## config.mk

```make
export PLATFORM = sky130hd
export DESIGN_NAME = pdma_rx
export DESIGN_NICKNAME = d
export VERILOG_FILES = /design/src/rtl/pdma_pkg.sv /design/src/rtl/pdma_fifo.sv /design/src/rtl/pdma_chan.sv /design/src/rtl/pdma_rx.sv
export SDC_FILE = /design/constraint.sdc
export NUM_CORES = 1
export LEC_CHECK = 0
export BUFFER_PORTS_ARGS = -buffer_cell sky130_fd_sc_hd__buf_2
export CAP_MARGIN = 5
export CORE_MARGIN = 5
export CORE_UTILIZATION = 55
export DETAILED_ROUTE_END_ITERATION = 6
export GPL_TIMING_DRIVEN = 0
export PLACE_DENSITY = 0.73
export SYNTH_ARGS = -nofsm -noshare
export SYNTH_HDL_FRONTEND = slang
export SYNTH_HIERARCHICAL = 1
export SYNTH_SLANG_ARGS = --single-unit
```

## constraint.sdc

```tcl
create_clock -name clk -period 4.7 [get_ports clk]
set_clock_uncertainty 0.1 [all_clocks]
set_input_delay 0.94 -clock clk [delete_from_list [all_inputs] [get_ports clk]]
set_output_delay 0.94 -clock clk [all_outputs]
set_load 0.02 [all_outputs]
```

## src/rtl/pdma_pkg.sv

```systemverilog
// Shared types for the receive DMA channel.
// Assumes descriptor words are 32 bits and four words per descriptor.
package pdma_pkg;
    localparam int WORD_W     = 32;
    localparam int DESC_WORDS = 4;

    typedef enum logic [1:0] {
        CH_IDLE  = 2'd0,
        CH_FETCH = 2'd1,
        CH_XFER  = 2'd2
    } ch_state_e;
endpackage

```

## src/rtl/pdma_fifo.sv

```systemverilog
// Byte buffer between the peripheral and the channel.
// Raises svc_req at half-full; ready only when not full; flush empties it.
// Assumes DEPTH is a power of two so pointers wrap naturally.
module pdma_fifo #(
    parameter int DEPTH = 64,
    parameter int DW    = 8
) (
    input  logic          clk,
    input  logic          rst_n,
    input  logic          flush,
    input  logic          push_valid,
    input  logic [DW-1:0] push_data,
    output logic          push_ready,
    input  logic          pop,
    output logic [DW-1:0] head,
    output logic          empty,
    output logic          svc_req
);
    localparam int AW   = $clog2(DEPTH);
    localparam int CW   = AW + 1;
    localparam int HALF = DEPTH / 2;

    logic [DW-1:0] mem_q [DEPTH];
    logic [AW-1:0] wr_ptr_q, rd_ptr_q;
    logic [CW-1:0] count_q;
    logic          do_push, do_pop;

    assign push_ready = (count_q != CW'(DEPTH));
    assign empty      = (count_q == '0);
    assign svc_req    = (count_q >= CW'(HALF));
    assign head       = mem_q[rd_ptr_q];
    assign do_push    = push_valid && push_ready && !flush;
    assign do_pop     = pop && !empty && !flush;

    // Storage write for accepted bytes.
    always_ff @(posedge clk) begin
        if (do_push) mem_q[wr_ptr_q] <= push_data;
    end

    // Pointer and occupancy bookkeeping, flush clears all.
    always_ff @(posedge clk) begin
        if (!rst_n || flush) begin
            wr_ptr_q <= '0;
            rd_ptr_q <= '0;
            count_q  <= '0;
        end else begin
            if (do_push) wr_ptr_q <= wr_ptr_q + 1'b1;
            if (do_pop)  rd_ptr_q <= rd_ptr_q + 1'b1;
            case ({do_push, do_pop})
                2'b10:   count_q <= count_q + 1'b1;
                2'b01:   count_q <= count_q - 1'b1;
                default: count_q <= count_q;
            endcase
        end
    end

    AST_COUNT_BOUND: assert property (@(posedge clk) disable iff (!rst_n)
        count_q <= CW'(DEPTH));
    AST_FULL_HOLD: assert property (@(posedge clk) disable iff (!rst_n)
        (count_q == CW'(DEPTH)) && !pop && !flush |=> count_q == CW'(DEPTH));
    AST_FLUSH_EMPTIES: assert property (@(posedge clk) disable iff (!rst_n)
        flush |=> empty);
endmodule

```

## src/rtl/pdma_chan.sv

```systemverilog
// Descriptor-walking channel: fetches four-word descriptors, then removes
// exactly the described byte count from the buffer and writes it to memory.
// Assumes the read port holds rd_req until rd_valid and writes never stall.
module pdma_chan
    import pdma_pkg::*;
#(
    parameter int ADDR_W = 32,
    parameter int LEN_W  = 16
) (
    input  logic              clk,
    input  logic              rst_n,
    input  logic              first_wr,
    input  logic [ADDR_W-1:0] first_din,
    input  logic              restart,
    output logic [ADDR_W-1:0] first_ptr,
    output logic              busy,
    output logic              status,
    output logic              done_pulse,
    output logic              rd_req,
    output logic [ADDR_W-1:0] rd_addr,
    input  logic              rd_valid,
    input  logic [WORD_W-1:0] rd_data,
    input  logic              fifo_empty,
    input  logic              fifo_svc,
    output logic              fifo_pop,
    output logic              wr_en,
    output logic [ADDR_W-1:0] wr_addr
);
    localparam int IDX_W = $clog2(DESC_WORDS);

    ch_state_e         st_q;
    logic [LEN_W-1:0]  remain_q;
    logic [ADDR_W-1:0] buf_q, next_q, cur_q, first_q;
    logic [IDX_W-1:0]  widx_q;
    logic              eol_q, burst_q, status_q, done_q;
    logic              pop;

    // Remove a byte while the descriptor has room and a burst is running or requested.
    assign pop = (st_q == CH_XFER) && (remain_q != '0) && !fifo_empty
                 && (burst_q || fifo_svc);

    assign fifo_pop   = pop;
    assign wr_en      = pop;
    assign wr_addr    = buf_q;
    assign rd_req     = (st_q == CH_FETCH);
    assign rd_addr    = cur_q + ADDR_W'({widx_q, 2'b00});
    assign first_ptr  = first_q;
    assign busy       = (st_q != CH_IDLE);
    assign status     = status_q;
    assign done_pulse = done_q;

    // Channel sequencer: idle/start, descriptor fetch, transfer and completion.
    always_ff @(posedge clk) begin
        if (!rst_n) begin
            st_q     <= CH_IDLE;
            remain_q <= '0;
            buf_q    <= '0;
            next_q   <= '0;
            cur_q    <= '0;
            first_q  <= '0;
            widx_q   <= '0;
            eol_q    <= 1'b0;
            burst_q  <= 1'b0;
            status_q <= 1'b0;
            done_q   <= 1'b0;
        end else begin
            done_q  <= 1'b0;
            burst_q <= pop && (remain_q != LEN_W'(1));
            case (st_q)
                CH_IDLE: begin
                    if (first_wr) first_q <= first_din;
                    if (restart) begin
                        status_q <= 1'b0;
                        if (first_q != '0) begin
                            st_q   <= CH_FETCH;
                            cur_q  <= first_q;
                            widx_q <= '0;
                        end
                    end
                end
                CH_FETCH: begin
                    if (rd_valid) begin
                        widx_q <= widx_q + 1'b1;
                        case (widx_q)
                            IDX_W'(0): remain_q <= rd_data[LEN_W-1:0];
                            IDX_W'(1): buf_q    <= rd_data[ADDR_W-1:0];
                            IDX_W'(2): next_q   <= rd_data[ADDR_W-1:0];
                            default: begin
                                eol_q <= rd_data[0];
                                st_q  <= CH_XFER;
                            end
                        endcase
                    end
                end
                CH_XFER: begin
                    if (pop) begin
                        remain_q <= remain_q - 1'b1;
                        buf_q    <= buf_q + 1'b1;
                    end else if (remain_q == '0) begin
                        if (eol_q) begin
                            first_q  <= '0;
                            status_q <= 1'b1;
                            done_q   <= 1'b1;
                            st_q     <= CH_IDLE;
                        end else begin
                            first_q <= next_q;
                            cur_q   <= next_q;
                            widx_q  <= '0;
                            st_q    <= CH_FETCH;
                        end
                    end
                end
                default: st_q <= CH_IDLE;
            endcase
        end
    end

    AST_BURST_NEEDS_REQ: assert property (@(posedge clk) disable iff (!rst_n)
        pop && !burst_q |-> fifo_svc);
    AST_LEN_CAP: assert property (@(posedge clk) disable iff (!rst_n)
        $past(pop) && ($past(remain_q) == LEN_W'(1)) |-> !pop);
    AST_EOL_CLEARS_HEAD: assert property (@(posedge clk) disable iff (!rst_n)
        done_q |-> (first_q == '0) && status_q);
    AST_DONE_SINGLE: assert property (@(posedge clk) disable iff (!rst_n)
        done_q |=> !done_q);
    AST_IDLE_NO_POP: assert property (@(posedge clk) disable iff (!rst_n)
        !busy |-> !pop);
    AST_BUSY_RESTART_IGNORED: assert property (@(posedge clk) disable iff (!rst_n)
        (st_q == CH_XFER) && (remain_q != '0) && restart |=> st_q == CH_XFER);
endmodule

```

## src/rtl/pdma_rx.sv

```systemverilog
// Top of the receive DMA: peripheral byte stream into a half-full-triggered
// buffer, drained by a single descriptor-chained channel into memory.
// Assumes one clock domain; memory write port always accepts.
module pdma_rx
    import pdma_pkg::*;
#(
    parameter int ADDR_W     = 32,
    parameter int LEN_W      = 16,
    parameter int FIFO_DEPTH = 64
) (
    input  logic              clk,
    input  logic              rst_n,
    input  logic              in_valid,
    input  logic [7:0]        in_data,
    output logic              in_ready,
    input  logic              sw_first_wr,
    input  logic [ADDR_W-1:0] sw_first_data,
    input  logic              sw_restart,
    input  logic              sw_flush,
    output logic [ADDR_W-1:0] first_ptr,
    output logic              busy,
    output logic              list_done,
    output logic              done_pulse,
    output logic              rd_req,
    output logic [ADDR_W-1:0] rd_addr,
    input  logic              rd_valid,
    input  logic [WORD_W-1:0] rd_data,
    output logic              wr_en,
    output logic [ADDR_W-1:0] wr_addr,
    output logic [7:0]        wr_data
);
    logic f_empty, f_svc, f_pop;

    pdma_fifo #(.DEPTH(FIFO_DEPTH), .DW(8)) u_fifo (
        .clk(clk), .rst_n(rst_n), .flush(sw_flush),
        .push_valid(in_valid), .push_data(in_data), .push_ready(in_ready),
        .pop(f_pop), .head(wr_data), .empty(f_empty), .svc_req(f_svc)
    );

    pdma_chan #(.ADDR_W(ADDR_W), .LEN_W(LEN_W)) u_chan (
        .clk(clk), .rst_n(rst_n),
        .first_wr(sw_first_wr), .first_din(sw_first_data), .restart(sw_restart),
        .first_ptr(first_ptr), .busy(busy), .status(list_done), .done_pulse(done_pulse),
        .rd_req(rd_req), .rd_addr(rd_addr), .rd_valid(rd_valid), .rd_data(rd_data),
        .fifo_empty(f_empty), .fifo_svc(f_svc), .fifo_pop(f_pop),
        .wr_en(wr_en), .wr_addr(wr_addr)
    );

    AST_WRITE_HAS_DATA: assert property (@(posedge clk) disable iff (!rst_n)
        wr_en |-> !f_empty);
endmodule

```

# Yosys cells after proc, flatten, opt, wreduce, memory -nomap -nowiden
# Memory sizes are Yosys's and may differ from the RTL's. A register that Yosys moved wholly into a read port is not among the register bits.
# Cells that the tools add are included.
# W data, S select, Z words.
# totals
ff_bits,171
mem_bits_rw,512
inputBits,79
output_inout_bits,110
wordCells,128
n_memories,1
# op_classes
n_addsub,8
order_cmp,1
eq_ne,20
mux,45
n_bitwise,4
reduce_logical,35
# memory_table
name,depth,word_bits,read_ports,rd_ports_with_merged_regs,wr,line_no,source
u_fifo.mem_q,64,8,1,1,1,pdma_fifo.sv:23,logic [DW-1:0] mem_q [DEPTH];
# op_table
cell,count
$mux W32,12
$pmux W32 S2,3
$mux W16,3
$add A32 B1 Y32 const B,1
$add A32 B4 Y32,1
$pmux W16 S2,1
$reduce_bool A32 Y1,1
$mux W2,12
$logic_not A16 Y1,1
$ne A16 B1 Y1 const B,1
$reduce_bool A16 Y1,1
$sub A16 B1 Y16 const B,1
$pmux W7 S2,1
$add A6 B1 Y6 const B,2
$mux W6,2
$ne A2 B1 Y1 const B,6
$ne A2 B2 Y1 const B,6
$pmux W2 S3,2
$reduce_and A4 Y1,3
$reduce_and A6 Y1,2
$logic_and A1 B1 Y1,8
$mux W1,8
$reduce_bool A2 Y1,4
$add A7 B1 Y7 const B,1
other kinds (18),30

# Depth between registers and ports, before layout
# Gate-level depths: netlist (run 1).
# logic_depth
ltp_word,8
depth_mapped,17
depth_no_buf,16

# By module
# Netlist (run 1), hierarchy kept.
# modules_own_cells
module,n_inst,cells_each,area_each_um2,seq_area_each_um2
pdma_fifo,1,1115,21292.9,15875.2
pdma_chan,1,1075,8495.6,3042.9

# Least setup slack after synthesis (run 1)
# Ideal clock, no wire load.
# synth_path
kind,register to register
from,register u_fifo.count_q[2]
to,register u_fifo.count_q[4]
setup_ns,0.071
t_arrival_ns,3.611
required_time_ns,4.529
slack_ns,0.918
path_stages_with_launch,18
n_path_buf,2
period_less_slack_ns,3.782
path_cell_list,dfxtp_1 buf_2 nor4_4 and3_1 nor3_1 nand2_1 inv_1 inv_1 a311oi_1 ha_1 buf_1 xor2_1 ha_1 a21oi_1 o311ai_0 a22oi_1 or3_1 a21oi_1
# synth_between
elab_chain_cells,8
word_cells_on_any_way,17
cone_classes,add/sub: 2; order compare: 1; eq/ne: 3; mux: 1; reduce/logical: 10
# synth_lines
element,line_no,source
start: declaration,pdma_fifo.sv:25,logic [CW-1:0] count_q;
start signal: assignment,pdma_fifo.sv:50,2'b10: count_q <= count_q + 1'b1;
start signal: assignment,pdma_fifo.sv:51,2'b01: count_q <= count_q - 1'b1;
start signal: assignment,pdma_fifo.sv:52,default: count_q <= count_q;
$logic_not A7 Y1 *,pdma_fifo.sv:29,assign empty = (count_q == '0);
via f_empty,pdma_rx.sv:32,"logic f_empty, f_svc, f_pop;"
$logic_not A1 Y1 *,pdma_chan.sv:39,assign pop = (st_q == CH_XFER) && (remain_q != '0) && !fifo_empty
$logic_and A1 B1 Y1 *,pdma_chan.sv:39,
$logic_and A1 B1 Y1 *,pdma_chan.sv:40,&& (burst_q || fifo_svc);
via f_pop,pdma_rx.sv:32,
$logic_and A1 B1 Y1 * (2 in series),pdma_fifo.sv:33,assign do_pop = pop && !empty && !flush;
$eq A2 B1 Y1 or $eq A2 B2 Y1 (tied branches),pdma_fifo.sv:49,"case ({do_push, do_pop})"
$pmux W7 S2 or $reduce_bool A2 Y1 (tied branches),n/a,
# The timed path passes the listed nets; every way through them passes the cells marked *.
# A chain may end at the register's enable or synchronous reset.

==> results of run 1 <==
## worst reg2reg max path: cells and delay by family, from the launching register on
kind	cells	cell delay [ps]
AOI/OAI and AO/OA	5	1160
buffers and inverters	4	780
and+or+nand+nor	5	1310
adders and majority gates	2	530
DFF	1	310
xor gates and xnor gates	1	100
## metal layers
metal | wire length [µm] | up-vias
li1 | - | 9018
met3 | 9490 | 328
met5 | 7 | -
met2 | 42300 | 1524
met4 | 5090 | 2
met1 | 34600 | 10700
## stage by stage
stage	TNS [ps]	instances
after global placement	0	3072
after global routing	0	3202
after CTS	0	3202
final	0	3204
after floorplan	0	2190
after detailed placement	-106	3072
## final timing paths
kind / from / endpoint
max: register / wr_data[4]
min: u_chan/next_q[28] / u_chan/next_q[28]
max reg2reg: u_fifo/count_q[1] / u_fifo/count_q[4]
min reg2reg: u_chan/next_q[28] / u_chan/next_q[28]
## registers in the layout (all words and copies together), names as in the netlist, 2 cells and up, named ones only
register,flops
u_fifo/mem_q,512
u_chan/cur_q,32
u_chan/first_ptr,32
u_chan/next_q,32
u_chan/wr_addr,32
u_chan/remain_q,16
u_fifo/count_q,7
u_fifo/rd_ptr_q,6
u_fifo/wr_ptr_q,6
u_chan/st_q,2
u_chan/widx_q,2
## cells in the mapped netlist, types with 12 or more instances
master / number
xor2_1: 22
ha_1: 15
a31oi_1: 15
mux2i_1: 35
inv_1: 51
buf_6: 12
a211oi_1: 49
clkbuf_1: 85
a2111oi_0: 34
nand2_1: 199
nand3_1: 65
nor4_1: 14
xnor2_1: 20
a311oi_2: 17
nand4_1: 33
buf_4: 14
o21ai_0: 48
a21oi_1: 129
o31ai_1: 12
a22oi_1: 18
nor2_1: 159
dfxtp_1: 177
nor2b_1: 25
and3_1: 51
nor3_1: 30
buf_2: 40
edfxtp_1: 512
a211oi_2: 13
mux4_2: 118
## cell families (layout without fill, tap and decap cells)
group	Yosys count	in the layout	share of synthesized area, %
buffers and inverters	214	530	3.34
other	0	2	0
and+or+nand+nor	639	639	10.5
DFF	689	689	63.5
muxes	161	161	10.4
xor gates and xnor gates	42	42	1.23
adders and majority gates	16	16	0.697
AOI/OAI and AO/OA	429	429	10.3
## repair_timing
action / CTS / global route
resized for setup: 1 / 4
endpoints found under the setup margin: 2 / 4
hold buffers: 0 / 0
hold endpoints to repair: 0 / 0
## where the power goes
part	switching [W]	internal (W)	total (W)
Combinational	0.000465	0.000211	0.000677
Clock	0.00238	0.00335	0.00573
Sequential	0.0000822	0.00659	0.00667
Total	0.00293	0.0102	0.0131
## final cells by class
type / count / area, µm²
fill: 3988 / 19700
sequential: 689 / 18900
multi-input combinational: 1287 / 9890
clock buffer: 91 / 1960
timing repair buffer: 186 / 931
tap: 696 / 871
buffer: 160 / 795
clock inverter: 39 / 429
inverter: 54 / 203
antenna: 2 / 5.00
==> results.sh, run 1 <==
export IMPL_drv_slew=0
export IMPL_place_ws_ps=-68.1
export IMPL_syn_nets=2285
export IMPL_synth_avg_cell_area_um2=13.6
export IMPL_wirelength_mm=91.5
export IMPL_crit_cells=9
export IMPL_globalRouteMet2Util_pct=47.9
export IMPL_die_w_um=243
export IMPL_grt_remaining_overflow=0
export IMPL_port_buffers=186
export IMPL_cp_required_ps=3660
export IMPL_cp_num_buf_inv=5
export IMPL_routabilityCongestion=0.979
export IMPL_arrival_ps=3620
export IMPL_cp_start_kind="register"
export IMPL_crit_fanout=10
export IMPL_final_common_cell="edfxtp_1"
export IMPL_synth_cell_types=80
export IMPL_clk_transition_reported_paths_ps=60
export IMPL_grt_usage_pct=30.3
export IMPL_p_leak_nw=11.4
export IMPL_core_area_um2=53700
export IMPL_hold_ws_ps=374
export IMPL_fp_row_count=85
export IMPL_place_area_um2=31600
export IMPL_h_tree_depth=3
export IMPL_clockBufferDepth=3
export IMPL_maxCapViolations=0
export IMPL_die_h_um=243
export IMPL_rrSetupSlack_ps=320
export IMPL_synth_sequential_area_ratio_pct=63.5
export IMPL_critical_path_most_common_cell="buf_2"
export IMPL_grt_pass1_wl_mm=135
export IMPL_setup_viol=0
export IMPL_ir_worst_vdd_mv=0.246
export IMPL_synthFlopType="edfxtp_1"
export IMPL_cts_root_buf="clkbuf_16"
export IMPL_synth_async_sr_flop_share_pct=0
export IMPL_areaGrowthSynthToFinish_pct=14.1
export IMPL_post_route_period_util_pct=99.1
export IMPL_stdcell_area_um2=34000
export IMPL_ys_ff_latch=689
export IMPL_grt_pass1_vias=21000
export IMPL_grt_util_met3_pct=6.02
export IMPL_synth_edf_count=512
export IMPL_max_stage_delay_ps=520
export IMPL_crit_slowest_cell="mux2i_1"
export IMPL_r2r_cells=17
export IMPL_insertion_delay_ps=620
export IMPL_cpLargestDelayFamily="buffers and inverters"
export IMPL_yosysWarnings=6
export IMPL_initial_core_util_pct=55.5
export IMPL_grt_busiest_layer="met2"
export IMPL_p_total_w=0.0131
export IMPL_numCtsBuffers=72
export IMPL_hold_path_class="register to register"
export IMPL_setup_worst_path_end_class="primary output"
export IMPL_ant_nets=0
export IMPL_setup_ws_ps=41.6
export IMPL_met1_usage_pct=41.4
export IMPL_drcViolationCount=0
export IMPL_synth_top_area_cell="edfxtp_1"
export IMPL_p_per_area_nw_per_um2=385
export IMPL_fin_nets=2545
export IMPL_antenna_found_initial=3
export IMPL_netlist_instances=2190
export IMPL_firstDrtPassIters=6
export IMPL_via_per_inst=6.74
export IMPL_whs_path_depth=2
export IMPL_cts_tree="built"
export IMPL_avgRoutedWirePerCell_um=28.6
export IMPL_io_pins=189
export IMPL_max_slew_margin_pct=11.2
export IMPL_netlist_area_um2=29800
export IMPL_final_core_util_pct=63.3
export IMPL_drt_iter0_markers=2971
export IMPL_cts_sinks=689
export IMPL_rsz0062_at_grt="no"
export IMPL_die_area_um2=58900
export IMPL_mostFrequentLayoutCells="edfxtp_1 (512), buf_2 (227), nand2_1 (198), dfxtp_1 (177), nor2_1 (159)"
export IMPL_synth_top_cell_area_share_pct=51.6
export IMPL_status="complete, no violations"
export IMPL_num_vias=21600
export IMPL_hold_viol=0
export IMPL_period_needed_ps=4660
export IMPL_fmax_mhz=215
export IMPL_grt_max_degree=65
export IMPL_worstSetupPathType="register to primary output"
export IMPL_cp_cell_sequence="buf_2 -> buf_2 -> buf_2 -> buf_2 -> mux2i_1 -> a211oi_1 -> o21ai_0 -> nand3_1 -> buf_2"
export IMPL_dp_hpwl_mm=62.0
export IMPL_post_cts_setup_buffer_count=0
export IMPL_synth_area_top_cells="edfxtp_1 (52%), dfxtp_1 (12%), mux4_2 (8.9%)"
export IMPL_tightestPinTransition_ps=1330
export IMPL_drive_gt1_share_pct=21.7
Note: power is estimated with default switching activity, not from simulation.
==> run 2, diff against run 1 <==
--- a/config.mk
+++ b/config.mk
@@ -5,9 +5,10 @@
 export SDC_FILE = /design/constraint.sdc
 export NUM_CORES = 1
 export LEC_CHECK = 0
+export ABC_AREA = 1
 export BUFFER_PORTS_ARGS = -buffer_cell sky130_fd_sc_hd__buf_2
 export CAP_MARGIN = 5
-export CORE_MARGIN = 5
+export CORE_MARGIN = 1
 export CORE_UTILIZATION = 55
 export DETAILED_ROUTE_END_ITERATION = 6
 export GPL_TIMING_DRIVEN = 0
==> run 2 against run 1 <==
Die area shrank 1.1%. Worst setup slack gained 350 ps. Total power grew 2.8%. Critical path type unchanged. Largest cell class unchanged.
==> results.sh, run 2 <==
export IMPL_synth_top_cell_area_share_pct=48.8
export IMPL_wirelength_mm=99.1
export IMPL_reg2reg_from="u_fifo/count_q[0]"
export IMPL_io_pins=189
export IMPL_crit_slowest_cell="clkbuf_1"
export IMPL_synth_avg_cell_area_um2=9.09
export IMPL_post_cts_setup_buffer_count=0
export IMPL_synth_area_top_cells="edfxtp_1 (49%), nand2_1 (13%), dfxtp_1 (11%)"
export IMPL_clk_transition_reported_paths_ps=60
export IMPL_hold_viol=0
export IMPL_tightestPinTransition_ps=1360
export IMPL_antenna_cells=0
export IMPL_synth_cell_types=43
export IMPL_muxShareOfSynthArea_pct=0
export IMPL_grt_pass1_wl_mm=146
export IMPL_drcViolationCount=0
export IMPL_avgRoutedWirePerCell_um=21.8
export IMPL_hold_ws_ps=377
export IMPL_finalSetupTns_ps=0
export IMPL_status="complete, no violations"
export IMPL_drv_slew=0
export IMPL_num_vias=26400
export IMPL_cp_start_kind="register"
export IMPL_syn_nets=3561
export IMPL_port_buffers=188
export IMPL_mostFrequentLayoutCells="nand2_1 (1063), nand3_1 (540), edfxtp_1 (512), nor2_1 (350), buf_2 (276)"
export IMPL_stdcell_area_um2=35800
export IMPL_yosys_top_cells_count="nand2_1 (1063), nand3_1 (540), edfxtp_1 (512), nor2_1 (350), dfxtp_1 (177)"
export IMPL_max_slew_margin_pct=9.30
export IMPL_hold_path_class="register to register"
export IMPL_synth_top_family_by_area="simple AND/OR/NAND/NOR gates"
export IMPL_grt_remaining_overflow=0
export IMPL_max_stage_delay_ps=680
export IMPL_firstDrtPassIters=6
export IMPL_antenna_found_initial=1
export IMPL_netlist_instances=3466
export IMPL_synth_sequential_area_ratio_pct=60.0
export IMPL_cts_sinks=689
export IMPL_synth_simple_gate_area_share_pct=27.5
export IMPL_p_leak_nw=14.1
export IMPL_synth_top_area_cell="edfxtp_1"
export IMPL_final_common_cell="nand2_1"
export IMPL_post_route_period_util_pct=91.8
export IMPL_initial_core_util_pct=55.8
export IMPL_cts_root_buf="clkbuf_16"
export IMPL_h_tree_depth=3
export IMPL_ctsResizeCount=0
export IMPL_rsz0062_at_grt="no"
export IMPL_setup_worst_path_end_class="primary output"
export IMPL_yosysWarnings=6
export IMPL_core_area_um2=56500
export IMPL_period_needed_ps=4310
export IMPL_place_ws_ps=1070
export IMPL_synth_async_sr_flop_share_pct=0
export IMPL_n_fill_cell=4702
export IMPL_cts_tree="built"
export IMPL_cp_cell_sequence="inv_1 -> clkbuf_1 -> buf_2 -> nand3_1 -> nand3_1 -> nand2_1 -> nand2_1 -> nand3_1 -> nand3_1 -> nand2_1 -> buf_2"
export IMPL_grt_max_degree=65
export IMPL_ys_ff_latch=689
export IMPL_holdCritStartpoint="u_chan/first_ptr[9]"
export IMPL_cpLargestDelayFamily="buffers and inverters"
export IMPL_numCtsBuffers=73
export IMPL_p_per_area_nw_per_um2=375
export IMPL_synth_xor_area_share_pct=1.53
export IMPL_largest_register="u_fifo/mem_q"
export IMPL_maxCapViolations=0
export IMPL_die_w_um=241
export IMPL_ant_nets=0
export IMPL_cp_required_ps=3660
export IMPL_netlist_area_um2=31500
export IMPL_arrival_ps=3270
export IMPL_critical_path_most_common_cell="nand3_1"
export IMPL_synthFlopType="edfxtp_1"
export IMPL_synth_most_common_cell="nand2_1"
export IMPL_via_per_inst=5.80
export IMPL_ctsHoldBuffers=0
export IMPL_insertion_delay_ps=620
export IMPL_drive_gt1_share_pct=12.6
export IMPL_fp_row_count=87
export IMPL_synthAdderAreaFrac_pct=0.659
export IMPL_areaGrowthSynthToFinish_pct=13.7
export IMPL_crit_fanout=10
export IMPL_die_h_um=241
export IMPL_fin_nets=3829
export IMPL_clockBufferDepth=3
export IMPL_cp_num_buf_inv=4
export IMPL_place_area_um2=33400
export IMPL_grt_usage_pct=34.0
export IMPL_ir_worst_vdd_mv=0.308
export IMPL_final_core_util_pct=63.4
export IMPL_drt_iter0_markers=3204
export IMPL_worstSetupPathType="register to primary output"
export IMPL_synth_edf_count=512
export IMPL_grt_pass1_vias=24300
export IMPL_die_area_um2=58200
export IMPL_largest_reg_flops=512
export IMPL_setup_ws_ps=388
export IMPL_dp_hpwl_mm=68.9
export IMPL_setup_viol=0
export IMPL_fmax_mhz=232
export IMPL_synth_compound_area_share_pct=4.85
export IMPL_routabilityCongestion=0.984
run 2: kinds of logic (layout without fill, tap and decap cells):
logic type                 Yosys count  after routing
AOI/OAI and AO/OA                  300            300
xor gates and xnor gates            55             55
adders and majority gates           16             16
buffers and inverters              369            692
DFF                                689            689
and+or+nand+nor                   2037           2037
run 2: worst min-delay path, cell delays in order, from the launching register on:
cell	delay [ps]
dfxtp_1	310
inv_1	60
a21oi_1	50
run 2: per-layer routing:
layer  global-route usage (%)  routed length [µm]  up-vias
li1                         -                   -    12200
met1                     44.7               38100    12300
met2                     54.3               45800     1580
met3                     5.79                9790      290
met4                     17.4                5410        2
met5                        0                  13        -
run 2: where the power goes:
part	switching (W)	internal, W
clock	0.00233	0.00333
combinational	0.000700	0.000326
sequential	0.000128	0.00663
total	0.00316	0.0103
run 2: path summary, 6_finish.rpt:
check                                           end  slack (ps)  depth (start not counted)
worst min register to register  u_chan/first_ptr[9]         380                          2
worst max-delay path                     wr_data[7]         390                         11
worst min-delay path            u_chan/first_ptr[9]         380                          2
worst max register to register    u_fifo/count_q[4]         910                         21
run 2: cell type report:
| type | instances | area (µm²) | area share, % |
|---|---|---|---|
| plain buffers | 191 | 1040 | 2.89 |
| multi-input cells | 2408 | 10900 | 30.4 |
| inverters | 178 | 671 | 1.87 |
| well taps | 756 | 946 | 2.64 |
| repair buffers | 193 | 1040 | 2.90 |
| clock inverters | 26 | 240 | 0.670 |
| clock buffers | 104 | 2100 | 5.86 |
| flip-flops and latches | 689 | 18900 | 52.8 |
run 2: through the flow:
| step | power (W) | std cells |
|---|---|---|
| after floorplan | 0.00746 | 3466 |
| after global placement | 0.00787 | 4410 |
| after detailed placement | 0.00788 | 4412 |
| after CTS | 0.0135 | 4542 |
| after global routing | 0.0139 | 4545 |
| final | 0.0134 | 4545 |
